==> src/rtl/blit_pkg.sv <==
package blit_pkg;
  typedef enum logic [2:0] {
    OFS_DST_X  = 3'd0,
    OFS_DST_Y  = 3'd1,
    OFS_SRC_X  = 3'd2,
    OFS_SRC_Y  = 3'd3,
    OFS_WIDTH  = 3'd4,
    OFS_HEIGHT = 3'd5,
    OFS_START  = 3'd6,
    OFS_COLOR  = 3'd7
  } reg_ofs_e;
endpackage

==> src/rtl/blit_regs.sv <==
module blit_regs #(
  parameter int DATA_W = 8
) (
  input  logic              clk,
  input  logic              rst,
  input  logic              en,
  input  logic              we,
  input  logic [2:0]        addr,
  input  logic [DATA_W-1:0] wdata,
  output logic [DATA_W-1:0] dst_x,
  output logic [DATA_W-1:0] dst_y,
  output logic [DATA_W-1:0] src_x,
  output logic [DATA_W-1:0] src_y,
  output logic [DATA_W-1:0] size_w,
  output logic [DATA_W-1:0] size_h,
  output logic [DATA_W-1:0] color,
  output logic              start_wr,
  output logic              start_go
);
  import blit_pkg::*;

  // any enabled write to the start offset; bit 0 selects a real start
  assign start_wr = en && we && (reg_ofs_e'(addr) == OFS_START);
  assign start_go = start_wr && wdata[0];

  // parameter storage, written only by the CPU side
  always_ff @(posedge clk) begin
    if (rst) begin
      dst_x  <= '0;
      dst_y  <= '0;
      src_x  <= '0;
      src_y  <= '0;
      size_w <= '0;
      size_h <= '0;
      color  <= '0;
    end else if (en && we) begin
      case (reg_ofs_e'(addr))
        OFS_DST_X:  dst_x  <= wdata;
        OFS_DST_Y:  dst_y  <= wdata;
        OFS_SRC_X:  src_x  <= wdata;
        OFS_SRC_Y:  src_y  <= wdata;
        OFS_WIDTH:  size_w <= wdata;
        OFS_HEIGHT: size_h <= wdata;
        OFS_COLOR:  color  <= wdata;
        default: ;
      endcase
    end
  end
endmodule

==> src/rtl/blit_src_axis.sv <==
module blit_src_axis #(
  parameter int W      = 8,
  parameter int TILE_W = 4
) (
  input  logic         clk,
  input  logic         rst,
  input  logic         load,
  input  logic         step,
  input  logic         carry,
  input  logic         flip,
  input  logic [W-1:0] init,
  output logic [W-1:0] coord
);
  localparam logic [W-1:0]      ONE_W = W'(1);
  localparam logic [TILE_W-1:0] ONE_T = TILE_W'(1);

  logic [W-1:0] cnt;
  logic [W-1:0] nxt;

  // without carry only the low tile field advances and wraps
  always_comb begin
    if (carry) nxt = cnt + ONE_W;
    else       nxt = {cnt[W-1:TILE_W], cnt[TILE_W-1:0] + ONE_T};
  end

  always_ff @(posedge clk) begin
    if (rst)       cnt <= '0;
    else if (load) cnt <= init;
    else if (step) cnt <= nxt;
  end

  // flip inverts the counter output, not the counter itself
  assign coord = flip ? ~cnt : cnt;
endmodule

==> src/rtl/blit_walker.sv <==
module blit_walker #(
  parameter int SRC_W  = 8,
  parameter int SZ_W   = 7,
  parameter int TILE_W = 4
) (
  input  logic             clk,
  input  logic             rst,
  input  logic             start_go,
  input  logic             tile_carry,
  input  logic [SRC_W-1:0] dst_x,
  input  logic [SRC_W-1:0] dst_y,
  input  logic [SRC_W-1:0] src_x,
  input  logic [SRC_W-1:0] src_y,
  input  logic [SZ_W-1:0]  w_sz,
  input  logic [SZ_W-1:0]  h_sz,
  input  logic             flip_x,
  input  logic             flip_y,
  output logic             busy,
  output logic             iss_v,
  output logic             iss_last,
  output logic [SRC_W-1:0] iss_sx,
  output logic [SRC_W-1:0] iss_sy,
  output logic [SRC_W-1:0] iss_dx,
  output logic [SRC_W-1:0] iss_dy
);
  localparam logic [SZ_W-1:0] SZ_ONE = SZ_W'(1);
  localparam int              PAD_W  = SRC_W - SZ_W;

  logic            active;
  logic            zero_tok;
  logic [SZ_W-1:0] col;
  logic [SZ_W-1:0] row;
  logic            row_end;
  logic            last_row;
  logic            zero_sz;

  assign row_end  = (col == w_sz - SZ_ONE);
  assign last_row = (row == h_sz - SZ_ONE);
  assign zero_sz  = (w_sz == '0) || (h_sz == '0);

  // row-major walk; a start always reloads
  always_ff @(posedge clk) begin
    if (rst) begin
      active   <= 1'b0;
      zero_tok <= 1'b0;
      col      <= '0;
      row      <= '0;
    end else begin
      zero_tok <= start_go && zero_sz;
      if (start_go) begin
        active <= !zero_sz;
        col    <= '0;
        row    <= '0;
      end else if (active) begin
        if (row_end) begin
          col <= '0;
          row <= row + SZ_ONE;
          if (last_row) active <= 1'b0;
        end else begin
          col <= col + SZ_ONE;
        end
      end
    end
  end

  // axis 0 is source X (reloaded per row), axis 1 is source Y
  logic [1:0]            ax_load;
  logic [1:0]            ax_step;
  logic [1:0]            ax_flip;
  logic [1:0][SRC_W-1:0] ax_init;
  logic [1:0][SRC_W-1:0] ax_out;

  assign ax_load[0] = start_go || (active && row_end);
  assign ax_step[0] = active && !row_end;
  assign ax_load[1] = start_go;
  assign ax_step[1] = active && row_end;
  assign ax_flip    = {flip_y, flip_x};
  assign ax_init[0] = src_x;
  assign ax_init[1] = src_y;

  for (genvar a = 0; a < 2; a++) begin : g_axis
    blit_src_axis #(.W(SRC_W), .TILE_W(TILE_W)) u_axis (
      .clk   (clk),
      .rst   (rst),
      .load  (ax_load[a]),
      .step  (ax_step[a]),
      .carry (tile_carry),
      .flip  (ax_flip[a]),
      .init  (ax_init[a]),
      .coord (ax_out[a])
    );
  end

  assign busy     = active;
  assign iss_v    = active;
  assign iss_last = (active && row_end && last_row) || zero_tok;
  assign iss_sx   = ax_out[0];
  assign iss_sy   = ax_out[1];
  assign iss_dx   = dst_x + {{PAD_W{1'b0}}, col};
  assign iss_dy   = dst_y + {{PAD_W{1'b0}}, row};

  // a copy begins only on a real start
  a_r1_busy_from_start: assert property (@(posedge clk) disable iff (rst)
    $rose(busy) |-> $past(start_go));
endmodule

==> src/rtl/blit_pixel_pipe.sv <==
module blit_pixel_pipe #(
  parameter int SRC_W  = 8,
  parameter int DST_W  = 7,
  parameter int PAGE_W = 3,
  parameter int DATA_W = 8,
  localparam int SA_W  = PAGE_W + 2 * SRC_W,
  localparam int FA_W  = 1 + 2 * DST_W
) (
  input  logic              clk,
  input  logic              rst,
  input  logic              kill,
  input  logic              iss_v,
  input  logic              iss_last,
  input  logic [SRC_W-1:0]  iss_sx,
  input  logic [SRC_W-1:0]  iss_sy,
  input  logic [SRC_W-1:0]  iss_dx,
  input  logic [SRC_W-1:0]  iss_dy,
  input  logic [PAGE_W-1:0] page,
  input  logic              fb_sel,
  input  logic              fill,
  input  logic              opaque,
  input  logic              clip_x,
  input  logic              clip_y,
  input  logic              irq_en,
  input  logic [DATA_W-1:0] color,
  output logic              spr_re,
  output logic [SA_W-1:0]   spr_addr,
  input  logic [DATA_W-1:0] spr_rdata,
  output logic              fb_we,
  output logic [FA_W-1:0]   fb_addr,
  output logic [DATA_W-1:0] fb_wdata,
  output logic              irq
);
  // stage 1: read request out, destination carried alongside
  logic             s1_last, s1_fb;
  logic [SRC_W-1:0] s1_dx, s1_dy;
  // stage 2: read data arrives
  logic             s2_v, s2_last, s2_fb;
  logic [SRC_W-1:0] s2_dx, s2_dy;

  always_ff @(posedge clk) begin
    if (rst) begin
      spr_re   <= 1'b0;
      spr_addr <= '0;
      s1_last  <= 1'b0;
      s1_fb    <= 1'b0;
      s1_dx    <= '0;
      s1_dy    <= '0;
      s2_v     <= 1'b0;
      s2_last  <= 1'b0;
      s2_fb    <= 1'b0;
      s2_dx    <= '0;
      s2_dy    <= '0;
    end else begin
      spr_re   <= iss_v;
      spr_addr <= {page, iss_sy, iss_sx};
      s1_last  <= iss_last && !kill;
      s1_fb    <= fb_sel;
      s1_dx    <= iss_dx;
      s1_dy    <= iss_dy;
      s2_v     <= spr_re;
      s2_last  <= s1_last && !kill;
      s2_fb    <= s1_fb;
      s2_dx    <= s1_dx;
      s2_dy    <= s1_dy;
    end
  end

  logic [DATA_W-1:0] px;
  logic              out_x, out_y, keep;

  assign px    = fill ? color : spr_rdata;
  assign out_x = |s2_dx[SRC_W-1:DST_W];
  assign out_y = |s2_dy[SRC_W-1:DST_W];
  assign keep  = s2_v && !(clip_x && out_x) && !(clip_y && out_y)
                 && (opaque || (px != '0));

  // stage 3: registered framebuffer write and completion IRQ
  always_ff @(posedge clk) begin
    if (rst) begin
      fb_we    <= 1'b0;
      fb_addr  <= '0;
      fb_wdata <= '0;
      irq      <= 1'b0;
    end else begin
      fb_we    <= keep;
      fb_addr  <= {s2_fb, s2_dy[DST_W-1:0], s2_dx[DST_W-1:0]};
      fb_wdata <= px;
      if (kill)                    irq <= 1'b0;
      else if (s2_last && irq_en)  irq <= 1'b1;
    end
  end

  a_r6_no_zero_when_transparent: assert property (@(posedge clk) disable iff (rst)
    (fb_we && !$past(opaque)) |-> (fb_wdata != '0));

  a_r7_fill_uses_colour: assert property (@(posedge clk) disable iff (rst)
    (fb_we && $past(fill)) |-> (fb_wdata == $past(color)));
endmodule

==> src/rtl/rect_blitter.sv <==
module rect_blitter #(
  parameter int DATA_W = 8,
  parameter int DST_W  = 7,
  parameter int PAGE_W = 3,
  parameter int TILE_W = 4,
  localparam int SRC_W = DATA_W,
  localparam int SZ_W  = DATA_W - 1,
  localparam int SA_W  = PAGE_W + 2 * SRC_W,
  localparam int FA_W  = 1 + 2 * DST_W
) (
  input  logic              clk,
  input  logic              rst,
  input  logic              en,
  input  logic              fill_mode,
  input  logic              tile_carry,
  input  logic              opaque,
  input  logic              irq_en,
  input  logic              clip_x,
  input  logic              clip_y,
  input  logic [PAGE_W-1:0] page_sel,
  input  logic              fb_sel,
  input  logic              reg_we,
  input  logic [2:0]        reg_addr,
  input  logic [DATA_W-1:0] reg_wdata,
  output logic              spr_re,
  output logic [SA_W-1:0]   spr_addr,
  input  logic [DATA_W-1:0] spr_rdata,
  output logic              fb_we,
  output logic [FA_W-1:0]   fb_addr,
  output logic [DATA_W-1:0] fb_wdata,
  output logic              busy,
  output logic              irq
);
  import blit_pkg::*;

  logic [DATA_W-1:0] dst_x, dst_y, src_x, src_y, size_w, size_h, color;
  logic              start_wr, start_go;
  logic              iss_v, iss_last;
  logic [SRC_W-1:0]  iss_sx, iss_sy, iss_dx, iss_dy;

  blit_regs #(.DATA_W(DATA_W)) u_regs (
    .clk      (clk),
    .rst      (rst),
    .en       (en),
    .we       (reg_we),
    .addr     (reg_addr),
    .wdata    (reg_wdata),
    .dst_x    (dst_x),
    .dst_y    (dst_y),
    .src_x    (src_x),
    .src_y    (src_y),
    .size_w   (size_w),
    .size_h   (size_h),
    .color    (color),
    .start_wr (start_wr),
    .start_go (start_go)
  );

  blit_walker #(.SRC_W(SRC_W), .SZ_W(SZ_W), .TILE_W(TILE_W)) u_walk (
    .clk        (clk),
    .rst        (rst),
    .start_go   (start_go),
    .tile_carry (tile_carry),
    .dst_x      (dst_x),
    .dst_y      (dst_y),
    .src_x      (src_x),
    .src_y      (src_y),
    .w_sz       (size_w[SZ_W-1:0]),
    .h_sz       (size_h[SZ_W-1:0]),
    .flip_x     (size_w[DATA_W-1]),
    .flip_y     (size_h[DATA_W-1]),
    .busy       (busy),
    .iss_v      (iss_v),
    .iss_last   (iss_last),
    .iss_sx     (iss_sx),
    .iss_sy     (iss_sy),
    .iss_dx     (iss_dx),
    .iss_dy     (iss_dy)
  );

  blit_pixel_pipe #(.SRC_W(SRC_W), .DST_W(DST_W), .PAGE_W(PAGE_W), .DATA_W(DATA_W)) u_pipe (
    .clk       (clk),
    .rst       (rst),
    .kill      (start_wr),
    .iss_v     (iss_v),
    .iss_last  (iss_last),
    .iss_sx    (iss_sx),
    .iss_sy    (iss_sy),
    .iss_dx    (iss_dx),
    .iss_dy    (iss_dy),
    .page      (page_sel),
    .fb_sel    (fb_sel),
    .fill      (fill_mode),
    .opaque    (opaque),
    .clip_x    (clip_x),
    .clip_y    (clip_y),
    .irq_en    (irq_en),
    .color     (color),
    .spr_re    (spr_re),
    .spr_addr  (spr_addr),
    .spr_rdata (spr_rdata),
    .fb_we     (fb_we),
    .fb_addr   (fb_addr),
    .fb_wdata  (fb_wdata),
    .irq       (irq)
  );

  a_r1_start_needs_enable: assert property (@(posedge clk) disable iff (rst)
    $rose(busy) |-> $past(en && reg_we && (reg_addr == OFS_START) && reg_wdata[0]));

  a_r3_busy_issues_read: assert property (@(posedge clk) disable iff (rst)
    busy |=> spr_re);

  a_r10_irq_needs_enable: assert property (@(posedge clk) disable iff (rst)
    $rose(irq) |-> $past(irq_en));

  a_r10_irq_cleared_by_start: assert property (@(posedge clk) disable iff (rst)
    $fell(irq) |-> $past(en && reg_we && (reg_addr == OFS_START)));
endmodule

==> config.mk <==
export PLATFORM = sky130hd
export DESIGN_NAME = rect_blitter
export DESIGN_NICKNAME = d
export VERILOG_FILES = /design/src/rtl/blit_pkg.sv /design/src/rtl/blit_regs.sv /design/src/rtl/blit_src_axis.sv /design/src/rtl/blit_walker.sv /design/src/rtl/blit_pixel_pipe.sv /design/src/rtl/rect_blitter.sv
export SDC_FILE = /design/constraint.sdc
export NUM_CORES = 1
export LEC_CHECK = 0
export ABC_AREA = 1
export BUFFER_PORTS_ARGS = -buffer_cell sky130_fd_sc_hd__clkbuf_2
export CAP_MARGIN = 15
export CORE_MARGIN = 1.5
export CORE_UTILIZATION = 53
export DETAILED_ROUTE_END_ITERATION = 8
export PLACE_DENSITY_LB_ADDON = 0.15
export SLEW_MARGIN = 20
export SYNTH_ARGS = -nofsm -noshare
export SYNTH_HDL_FRONTEND = slang
export SYNTH_SLANG_ARGS = --single-unit
==> constraint.sdc <==
create_clock -name clk -period 1.6 [get_ports clk]
set_input_delay 0.16 -clock clk [delete_from_list [all_inputs] [get_ports clk]]
set_output_delay 0.16 -clock clk [all_outputs]
set_load 0.05 [all_outputs]
Yosys cells after proc, flatten, opt, wreduce, memory -nomap -nowiden
Cells that the tools add are included.
Widths: inputs -> output; s select.
{"block": "word_totals", "reg_bits": 170, "inputBits": 33}
{"block": "classes", "add_sub_neg": 10, "reduce_logical": 44, "n_mux": 14, "n_bitwise": 2, "n_eq_ne": 9}
{"operator": "$mux 8", "n": 9}
{"operator": "$reduce_and 2->1", "n": 10}
{"operator": "$add 8x1->8 const B", "n": 2}
{"operator": "$add 8x7->8", "n": 2}
{"operator": "$not 8->8", "n": 2}
{"operator": "$logic_and 1x1->1", "n": 15}
{"operator": "$add 7x1->7 const B", "n": 2}
{"operator": "$eq 7x7->1", "n": 2}
{"operator": "$logic_not 7->1", "n": 2}
{"operator": "$sub 7x1->7 const B", "n": 2}
{"operator": "$eq 3x3->1 const B", "n": 4}
{"operator": "$add 4x1->4 const B", "n": 2}
{"operator": "$reduce_bool 2->1", "n": 4}
{"operator": "$reduce_bool 8->1", "n": 1}
{"operator": "$mux 7", "n": 1}
{"operator": "$eq 3x2->1 const B", "n": 2}
{"operator": "$logic_not 1->1", "n": 5}
{"operator": "$logic_or 1x1->1", "n": 4}
{"operator": "$mux 1", "n": 4}
{"operator": "$reduce_or 2->1", "n": 2}
{"operator": "$eq 3x1->1 const B", "n": 1}
{"operator": "$logic_not 3->1", "n": 1}

Depth between registers and ports, before layout
Gate-level depths: netlist (run 1).
{"block": "depth", "ltp_word": 6, "mapped_depth": 17, "depth_no_buf": 16}

Hierarchy
A second synthesis (run 1) with hierarchy kept.
{"block": "unflattened", "cells_unflattened": 1107, "area_unflattened_um2": 8017.7}
{"module": "blit_pixel_pipe", "seq_area_each_um2": 1641.6, "cells_per_inst": 283, "area_each_um2": 2446.1, "instances": 1}
{"module": "blit_regs", "seq_area_each_um2": 1121.1, "cells_per_inst": 330, "area_each_um2": 2361.0, "instances": 1}
{"module": "blit_walker", "seq_area_each_um2": 320.3, "cells_per_inst": 298, "area_each_um2": 1926.8, "instances": 1}
{"module": "blit_src_axis", "seq_area_each_um2": 160.2, "cells_per_inst": 98, "area_each_um2": 641.9, "instances": 2}

Least setup slack after synthesis (run 1)
Ideal clock, no wire load.
{"block": "synth_timing", "path_kind": "reg2reg", "from": "reg u_walk.active (netlist: u_walk.busy)", "to": "reg u_walk.col[5]", "setup_time_ns": 0.116, "path_buffers": 1, "stages_incl_launch_ff": 7, "slack_ns": -0.252, "arrival_ns": 1.736, "required_time_ns": 1.484, "cell_sequence": "dfxtp_1 > clkbuf_2 > inv_1 > nor4_1 > nand3_1 > xor2_1 > nor2_1"}
{"item": "start: declaration", "line": "blit_walker.sv:29", "rtl": "logic active;"}
{"item": "start signal: assignment", "line": "blit_walker.sv:51", "rtl": "active <= !zero_sz;"}
{"item": "end signal: assignment", "line": "blit_walker.sv:60", "rtl": "col <= col + SZ_ONE;"}
{"item": "end: declaration", "line": "blit_walker.sv:31", "rtl": "logic [SZ_W-1:0] col;"}

Final worst setup path (run 1)
{"block": "layout_timing", "from": "reg u_regs.size_w[0]", "to": "reg u_walk.g_axis[1].u_axis.cnt[6]"}
{"block": "layout_between", "elab_chain_cells": 5}
{"item": "start: declaration", "line": "blit_regs.sv:14", "rtl": "output logic [DATA_W-1:0] size_w,"}
{"item": "start signal: assignment", "line": "blit_regs.sv:42", "rtl": "OFS_WIDTH: size_w <= wdata;"}
{"item": "$sub 7x1->7", "line": "blit_walker.sv:37", "rtl": "assign row_end = (col == w_sz - SZ_ONE);"}
{"item": "$eq 7x7->1", "line": "blit_walker.sv:37"}
{"item": "$logic_and 1x1->1", "line": "blit_walker.sv:76", "rtl": "assign ax_step[1] = active && row_end;"}
{"item": "$reduce_bool 2->1 (no line)"}
{"item": "$reduce_and 2->1 (no line)"}
{"item": "end signal: assignment", "line": "blit_src_axis.sv:28", "rtl": "else if (load) cnt <= init;"}
{"item": "end signal: assignment", "line": "blit_src_axis.sv:29", "rtl": "else if (step) cnt <= nxt;"}
{"item": "end: declaration", "line": "blit_src_axis.sv:17", "rtl": "logic [W-1:0] cnt;"}
Every way passes these cells.
A chain may end at the register's enable or synchronous reset.

==> metrics.md, run 1 <==
| Metric | Value |
|---|---|
| Outcome | `finished, violations left` |
| Failing checks | `setup timing` |
| Synth top area cells | `dfxtp_1 48%, nor2_1 11%, o21ai_0 6.7%, inv_1 6.7%, nand2_1 5.9%` |
| CTS clock-pin slew for the worst setup and hold paths | `0.06 ns` |
| Dpl cells | `1244` |
| FFs w/ async S/R, synth | `0` |
| CP top delay family | `simple AND/OR/NAND/NOR gates` |
| YS warnings | `0` |
| Crit-path max cell delay | `0.32 ns` |
| Gr ovfl total | `0` |
| DRT Wirelength | `17200 um` |
| Nets@finish | `1163` |
| Max_cap viols | `0` |
| Post-layout power | `9.11 mW` |
| Number of remaining DRC errors | `0` |
| Power per cell area | `975 nW/um^2` |
| Mean post-synth cell area | `7.61 um^2` |
| Worst vdd ir | `0.000608 V` |
| Initial drt markers | `545` |
| Worst min path class | `in2reg` |
| Final core occ | `0.709` |
| LEAKAGE | `4.21 nW` |
| Fin crit period | `1.86 ns` |
| Antenna viol nets, final | `0` |
| Pins over their slew limit | `0` |
| Antenna violations before repair | `0` |
| Row count | `42` |
| Worst-path cell chain | `inv_2, ha_4, nand2_4, nor2_4, nand2_1, nand2_2, nand2_4, nor2_8, nand4_4, nand2_8, buf_4, o21ai_4, nand2_1, a21oi_2` |
| Largest area contributor in the netlist | `dfxtp_1` |
| Flops & latches, synth | `170` |
| Initial Utilization | `0.540` |
| RSZ-0062 raised after global routing | `true` |
| Yosys top cell area share | `0.478` |
| Final Skew | `0.00581 ns` |
| All-Layer GR Usage | `0.250` |
| Clk_lat worst skew | `0.43 ns` |
| Fraction of layout cells with a size suffix above 1 | `0.260` |
| Hpwl dp | `11600 um` |
| Sequential share of the synthesized area | `0.478` |
| Post-synth top cells | `202 x nor2_1, 170 x dfxtp_1, 127 x inv_1` |
| H-tree depth | `4` |
| CTS tree | `done` |
| Final Hold Viols | `0` |
| Core Footprint | `13200 um^2` |
| CP Capture Type | `flop` |
| Largest net degree at the start of global routing | `74` |
| CP max FO | `7` |
| Top FF cell, synth | `dfxtp_1` |
| Chip height | `119 um` |
| I/O Buffers | `78` |
| Period utilization | `1.16` |
| WHS | `0.0232 ns` |
| Setup violators final | `32` |
| Post-Syn Area | `7120 um^2` |
| First-pass GRT wire length | `27800 um` |
| Rel. slew slack | `0.620` |
| Synthesized netlist cell count | `936` |
| Setup Crit Path Kind | `reg2reg` |
| Number of global-route vias before repair | `5711` |
| Clock Sinks | `170` |
| Post-synth EDFFs | `0` |
| Pre-CTS WS | `-0.229 ns` |
| Die width | `119 um` |
| Synth-to-Final Area Change | `31.3%` |
| Die area | `14100 um^2` |
| GP Congestion | `0.901` |
| Slowest CP cell | `dfxtp_2` |
| Vias per inst | `4.92` |
| Cell area after layout | `9350 um^2` |
| Slew @ Worst Pin | `0.570 ns` |
| Cell Count, Final, Fillers Out | `1294` |
| Fin worst setup slack | `-0.256 ns` |
| Router iterations before antenna repair | `5` |
| Num CTS Buffers | `17` |
| Root Driver | `clkbuf_16` |
| Io pins | `79` |
| Via Count | `6371` |
| Synth unique cells | `40` |
| Crit path DAT | `2.16 ns` |
| Drt wl/cell | `13.3 um` |
| Count leader, synth | `nor2_1` |
| DP Area | `8290 um^2` |
| Buffers and inverters on the worst path | `2` |
| FMAX | `539 MHz` |
| Setup TNS | `-5.80 ns` |
| Synthesized net count | `992` |
| CTS Buffer Depth | `2` |
| Crit start category | `flop` |
| Worst EP required | `1.90 ns` |
| Antenna cells | `0` |
==> power breakdown <==
group,switching (mW),total (mW),internal (mW),leakage (nW)
registers,0.0400,4.34,4.30,1.38
clock network,1.65,4.13,2.48,0.285
logic,0.420,0.644,0.224,2.54
==> cells in the final DEF, fill, tap and decap left out, types with 3 or more instances in the layout <==
cell type / count
nand2_4: 4
nand3_1: 26
inv_1: 120
clkinv_2: 3
nand4_1: 7
o21ai_1: 15
dfxtp_4: 3
xnor2_1: 25
buf_6: 7
nor2_4: 8
inv_2: 9
dfxtp_2: 11
dlygate4sd3_1: 7
clkinv_1: 4
o21ai_0: 83
clkbuf_2: 78
ha_1: 14
nor2_1: 188
nand3_2: 4
nor2_2: 9
nand2_2: 12
o21ai_2: 4
buf_4: 84
bufinv_16: 3
xor2_1: 15
ha_4: 7
dfxtp_1: 156
a21oi_2: 8
nor3_1: 6
a21oi_1: 49
nand2_1: 101
clkbuf_16: 17
==> layout make-up <==
class | instances | area, um^2
clock inverters | 11 | 146
well taps | 176 | 220
flip-flops and latches | 170 | 3430
repair inverters | 1 | 3.75
multi-input cells | 606 | 3400
repair buffers | 178 | 1200
clock buffers | 19 | 443
fillers | 1084 | 3840
inverters | 133 | 504
==> state kept, by name (all words and copies together), names as in the netlist, 8 cells and up <==
name,count
u_pipe.s1_dy,8
u_regs.dst_y,8
u_pipe.s2_dx,8
u_pipe.fb_wdata,8
u_regs.color,8
u_pipe.s2_dy,8
u_pipe.s1_dx,8
u_regs.dst_x,8
u_walk.g_axis.u_axis.cnt,16
u_pipe.spr_addr,19
u_regs.src_x,8
u_pipe.fb_addr,15
u_regs.src_y,8
u_regs.size_w,8
u_regs.size_h,8
==> cell families after synthesis <==
kind of cell | count (synthesis) | synth area share
AOI/OAI and AO/OA | 168 | 0.121
buffers and inverters | 160 | 0.0870
and+or+nand+nor | 374 | 0.221
xor gates and xnor gates | 41 | 0.0504
adders and majority gates | 23 | 0.0425
DFF | 170 | 0.478
==> repair_timing <==
action                                  4_1_cts  5_1_grt
pin swaps                                    29       26
gates resized for setup                      54       41
cloned                                        3        0
endpoints found under the setup margin       35       36
hold buffers                                  7        0
hold endpoints to repair                      6        0
buffers inserted                              6        5
==> worst reg2reg max path: stages, from the launching register on <==
cell and delay, ns:
dfxtp_2 0.32, inv_2 0.07, ha_4 0.15, nand2_4 0.06, nor2_4 0.15, nand2_1 0.08
nand2_2 0.07, nand2_4 0.06, nor2_8 0.11, nand4_4 0.17, nand2_8 0.14, buf_4 0.13
o21ai_4 0.07, nand2_1 0.10, a21oi_2 0.05
==> worst paths after layout <==
check	startpoint	end	slack [ns]	cells after the start
setup / recovery	u_regs.size_w[0]$_SDFFE_PP0P_	u_walk.g_axis[1].u_axis.cnt[6]$_SDFFE_PP0P_	-0.26	14
setup reg to reg	u_regs.size_w[0]$_SDFFE_PP0P_	u_walk.g_axis[1].u_axis.cnt[6]$_SDFFE_PP0P_	-0.26	14
hold reg to reg	u_pipe.s1_dx[7]$_SDFF_PP0_	u_pipe.s2_dx[7]$_SDFF_PP0_	0.40	2
hold / removal	spr_rdata[1]	u_pipe.fb_wdata[1]$_SDFF_PP0_	0.02	3
==> per-layer routing <==
metal | share of wire | vias to the layer above | wire [um] | GRT usage
li1 | - | 3288 | - | -
met1 | 0.47 | 2869 | 8040 | 0.341
met2 | 0.45 | 180 | 7750 | 0.396
met3 | 0.055 | 34 | 955 | 0.0417
met4 | 0.028 | 0 | 478 | 0.103
met5 | 0 | - | 0 | 0
Power figures use the tool's default switching activity.
==> inputs of run 2 (changes only) <==
- ABC_AREA: 1 -> unset
- CORE_UTILIZATION: 53 -> 52
==> metrics.md, run 2 <==
| Metric | Value |
|---|---|
| Post-synth top cells | `170 x dfxtp_1, 124 x nor2_1, 66 x mux2i_1` |
| Largest net degree at the start of global routing | `36` |
| Router iterations before antenna repair | `5` |
| Io pins | `79` |
| Clk_lat worst skew | `0.43 ns` |
| Pre-CTS WS | `-0.610 ns` |
| Yosys top cell area share | `0.481` |
| Hpwl dp | `12600 um` |
| Most common cell after layout, fill and taps aside | `dfxtp_1` |
| M1 WL | `8230 um` |
| GP Congestion | `0.911` |
| Sequential share of power | `0.473` |
| Worst min path class | `in2reg` |
| Worst vdd ir | `0.000598 V` |
| First-pass GRT wire length | `28400 um` |
| XOR/XNOR share of the synthesized area | `0.0680` |
| LEAKAGE | `4.04 nW` |
| CP Capture Type | `flop` |
| Num CTS Buffers | `17` |
| CTS tree | `done` |
| Fin worst setup slack | `-0.591 ns` |
| RSZ-0062 raised after global routing | `true` |
| P_int | `6.95 mW` |
| Slew @ Worst Pin | `0.451 ns` |
| I/O Buffers | `78` |
| Rel. slew slack | `0.698` |
| Via Count | `5792` |
| Initial drt markers | `416` |
| Synthesized net count | `790` |
| Setup slack, reg-to-reg | `-0.59 ns` |
| Chip height | `120 um` |
| Net Sw Frac | `0.235` |
| Most frequent cells in the layout | `156 x dfxtp_1, 119 x nor2_1, 89 x buf_4` |
| Mean post-synth cell area | `9.63 um^2` |
| Multiplexer share of the synthesized area | `0.0982` |
| Part of the power in the clock network | `0.469` |
| YS warnings | `0` |
| Post-synth EDFFs | `0` |
| Crit start category | `flop` |
| Crit path DAT | `2.51 ns` |
| Synth Area in Adders | `0.0428` |
| CP max FO | `6` |
| Fraction of layout cells with a size suffix above 1 | `0.338` |
| Gr ovfl total | `0` |
| DRT Wirelength | `18100 um` |
| Max_cap viols | `0` |
| Register Area | `3430 um^2` |
| Comb pwr share | `0.058` |
| Post-layout power | `9.09 mW` |
| Pins over their slew limit | `0` |
| CTS clock-pin slew for the worst setup and hold paths | `0.07 ns` |
| Top FF cell, synth | `dfxtp_1` |
| Synth Area in Compound Gates | `0.0724` |
| Die width | `120 um` |
| Synth-to-Final Area Change | `35.1%` |
| Uppermost layer routed | `met4` |
| Met3 wire len | `905 um` |
| Power per cell area | `951 nW/um^2` |
| Number of remaining DRC errors | `0` |
| Failing checks | `setup timing` |
| Die area | `14300 um^2` |
| Fin crit period | `2.19 ns` |
| Worst EP required | `1.92 ns` |
| Root Driver | `clkbuf_16` |
| FFs w/ async S/R, synth | `0` |
| Crit-path max cell delay | `0.44 ns` |
| Initial Utilization | `0.534` |
| Outcome | `finished, violations left` |
| H-tree depth | `4` |
| Nets@finish | `963` |
| Period utilization | `1.37` |
| Routed wl met2 | `8550 um` |
| Largest family of logic cells by synthesized area | `simple AND/OR/NAND/NOR gates` |
| Synthesized netlist cell count | `734` |
| Post-Syn Area | `7070 um^2` |
| Multi-input gate area | `3890 um^2` |
| Synth unique cells | `66` |
| All-Layer GR Usage | `0.256` |
| Row count | `42` |
| Sw power | `2.14 mW` |
| Setup Crit Path Kind | `reg2reg` |
| Sequential share of the synthesized area | `0.481` |
| Setup violators final | `37` |
| Vias per inst | `5.28` |
| Number of global-route vias before repair | `5543` |
| Final Hold Viols | `0` |
| Antenna viol nets, final | `0` |
| Antenna cells | `0` |
| Count leader, synth | `dfxtp_1` |
| Largest area contributor in the netlist | `dfxtp_1` |
| Antenna violations before repair | `0` |
| Max reg flops | `19` |
| Synth top area cells | `dfxtp_1 48%, mux2i_1 9.3%, nor2_1 6.6%, xnor2_1 4.7%, nor2b_1 4.3%` |
| Worst-path cell chain | `inv_2, ha_4, nor2b_4, or3_4, a311o_2, or4_4, mux2i_1, nand2_1` |
| FMAX | `456 MHz` |
| Clock Sinks | `170` |
| Fillers | `993` |
| CTS Buffer Depth | `2` |
| Slowest CP cell | `or4_4` |
| Top flop regs | `u_pipe.spr_addr: 19 flops, u_walk.g_axis.u_axis.cnt: 16 flops, u_pipe.fb_addr: 15 flops` |
| Most flops, register | `u_pipe.spr_addr` |
| Drt wl/cell | `16.5 um` |
| Final Skew | `0.00901 ns` |
| Core Footprint | `13200 um^2` |
| Simple-Gate Fraction of Synth Area | `0.206` |
| Flops & latches, synth | `170` |
| Final core occ | `0.721` |
[run 2: cell count changes after synthesis, moves of 17 or more]
| cell | change |
|---|---|
| nor2_1 | -78 |
| inv_1 | -106 |
| nand3_1 | -17 |
| nand2_1 | -85 |
| nor2b_1 | +49 |
| a21oi_1 | -37 |
| o21ai_0 | -87 |
| mux2i_1 | +66 |
[run 2: logic make-up (layout without fill, tap and decap cells)]
group,count (synthesis),after routing
AO/OA/AOI/OAI,71,71
XOR/XNOR,54,54
adder cells (fa/ha/maj),23,23
buffers and inverters,57,243
flip-flops,170,170
multiplexers,69,69
AND/OR/NAND/NOR,290,290
[run 2: final cells by class]
type / count / area share
multi-input combinational: 507 / 0.407
sequential: 170 / 0.359
timing repair buffer: 189 / 0.138
clock buffer: 20 / 0.0490
tap: 176 / 0.0231
clock inverter: 12 / 0.0153
inverter: 22 / 0.00865
[run 2: final timing paths]
check,from,end,cells after the start
max,u_regs.size_w[0]$_SDFFE_PP0P_,u_walk.g_axis[1].u_axis.cnt[6]$_SDFFE_PP0P_,8
min reg2reg,u_pipe.s1_last$_SDFF_PP0_,u_pipe.s2_last$_SDFF_PP0_,2
min,irq_en,u_pipe.irq$_SDFFE_PP0P_,3
max reg2reg,u_regs.size_w[0]$_SDFFE_PP0P_,u_walk.g_axis[1].u_axis.cnt[6]$_SDFFE_PP0P_,8
[run 2: stage by stage]
stage               hold slack, ns  std cells  instance area [um^2]  TNS, ns
CTS                        0.00566       1096                  9370   -15.73
global route                0.0259       1096                  9550   -18.35
global placement             0.376       1041                  8330   -15.73
finish                     0.00953       1096                  9550   -15.61
floorplan                    0.288        734                  7180   -12.11
detailed placement           0.378       1041                  8330   -17.31
[run 2: routing by layer]
layer,vias up,GRT usage
met2,174,0.418
met5,-,0
li1,2856,-
met1,2727,0.337
met4,0,0.0982
met3,35,0.0490
[run 2: repair_timing]
action | in CTS | in global routing
hold endpoints to repair | 9 | 0
hold buffers | 9 | 0
endpoints found under the setup margin | 38 | 43
setup buffers | 16 | 7
resized for setup | 53 | 43
pin swaps | 27 | 33
cloned | 0 | 0
[run 2: power by group through the flow]
| stage | combinational [mW] | clock (mW) | sequential [mW] |
|---|---|---|---|
| after floorplan | 0.223 | 0 | 4.46 |
| after global placement | 0.473 | 0 | 4.39 |
| after detailed placement | 0.482 | 0 | 4.40 |
| after CTS | 0.518 | 4.30 | 4.30 |
| after global routing | 0.565 | 4.48 | 4.30 |
| final | 0.530 | 4.26 | 4.30 |
[run 2: worst max-delay path: cells and delay by family (launching register included)]
family / cells / cell delay [ns]
AO/OA/AOI/OAI: 1 / 0.42
adder cells (fa/ha/maj): 1 / 0.16
buffers and inverters: 1 / 0.04
flip-flops: 1 / 0.34
multiplexers: 1 / 0.16
AND/OR/NAND/NOR: 4 / 0.97
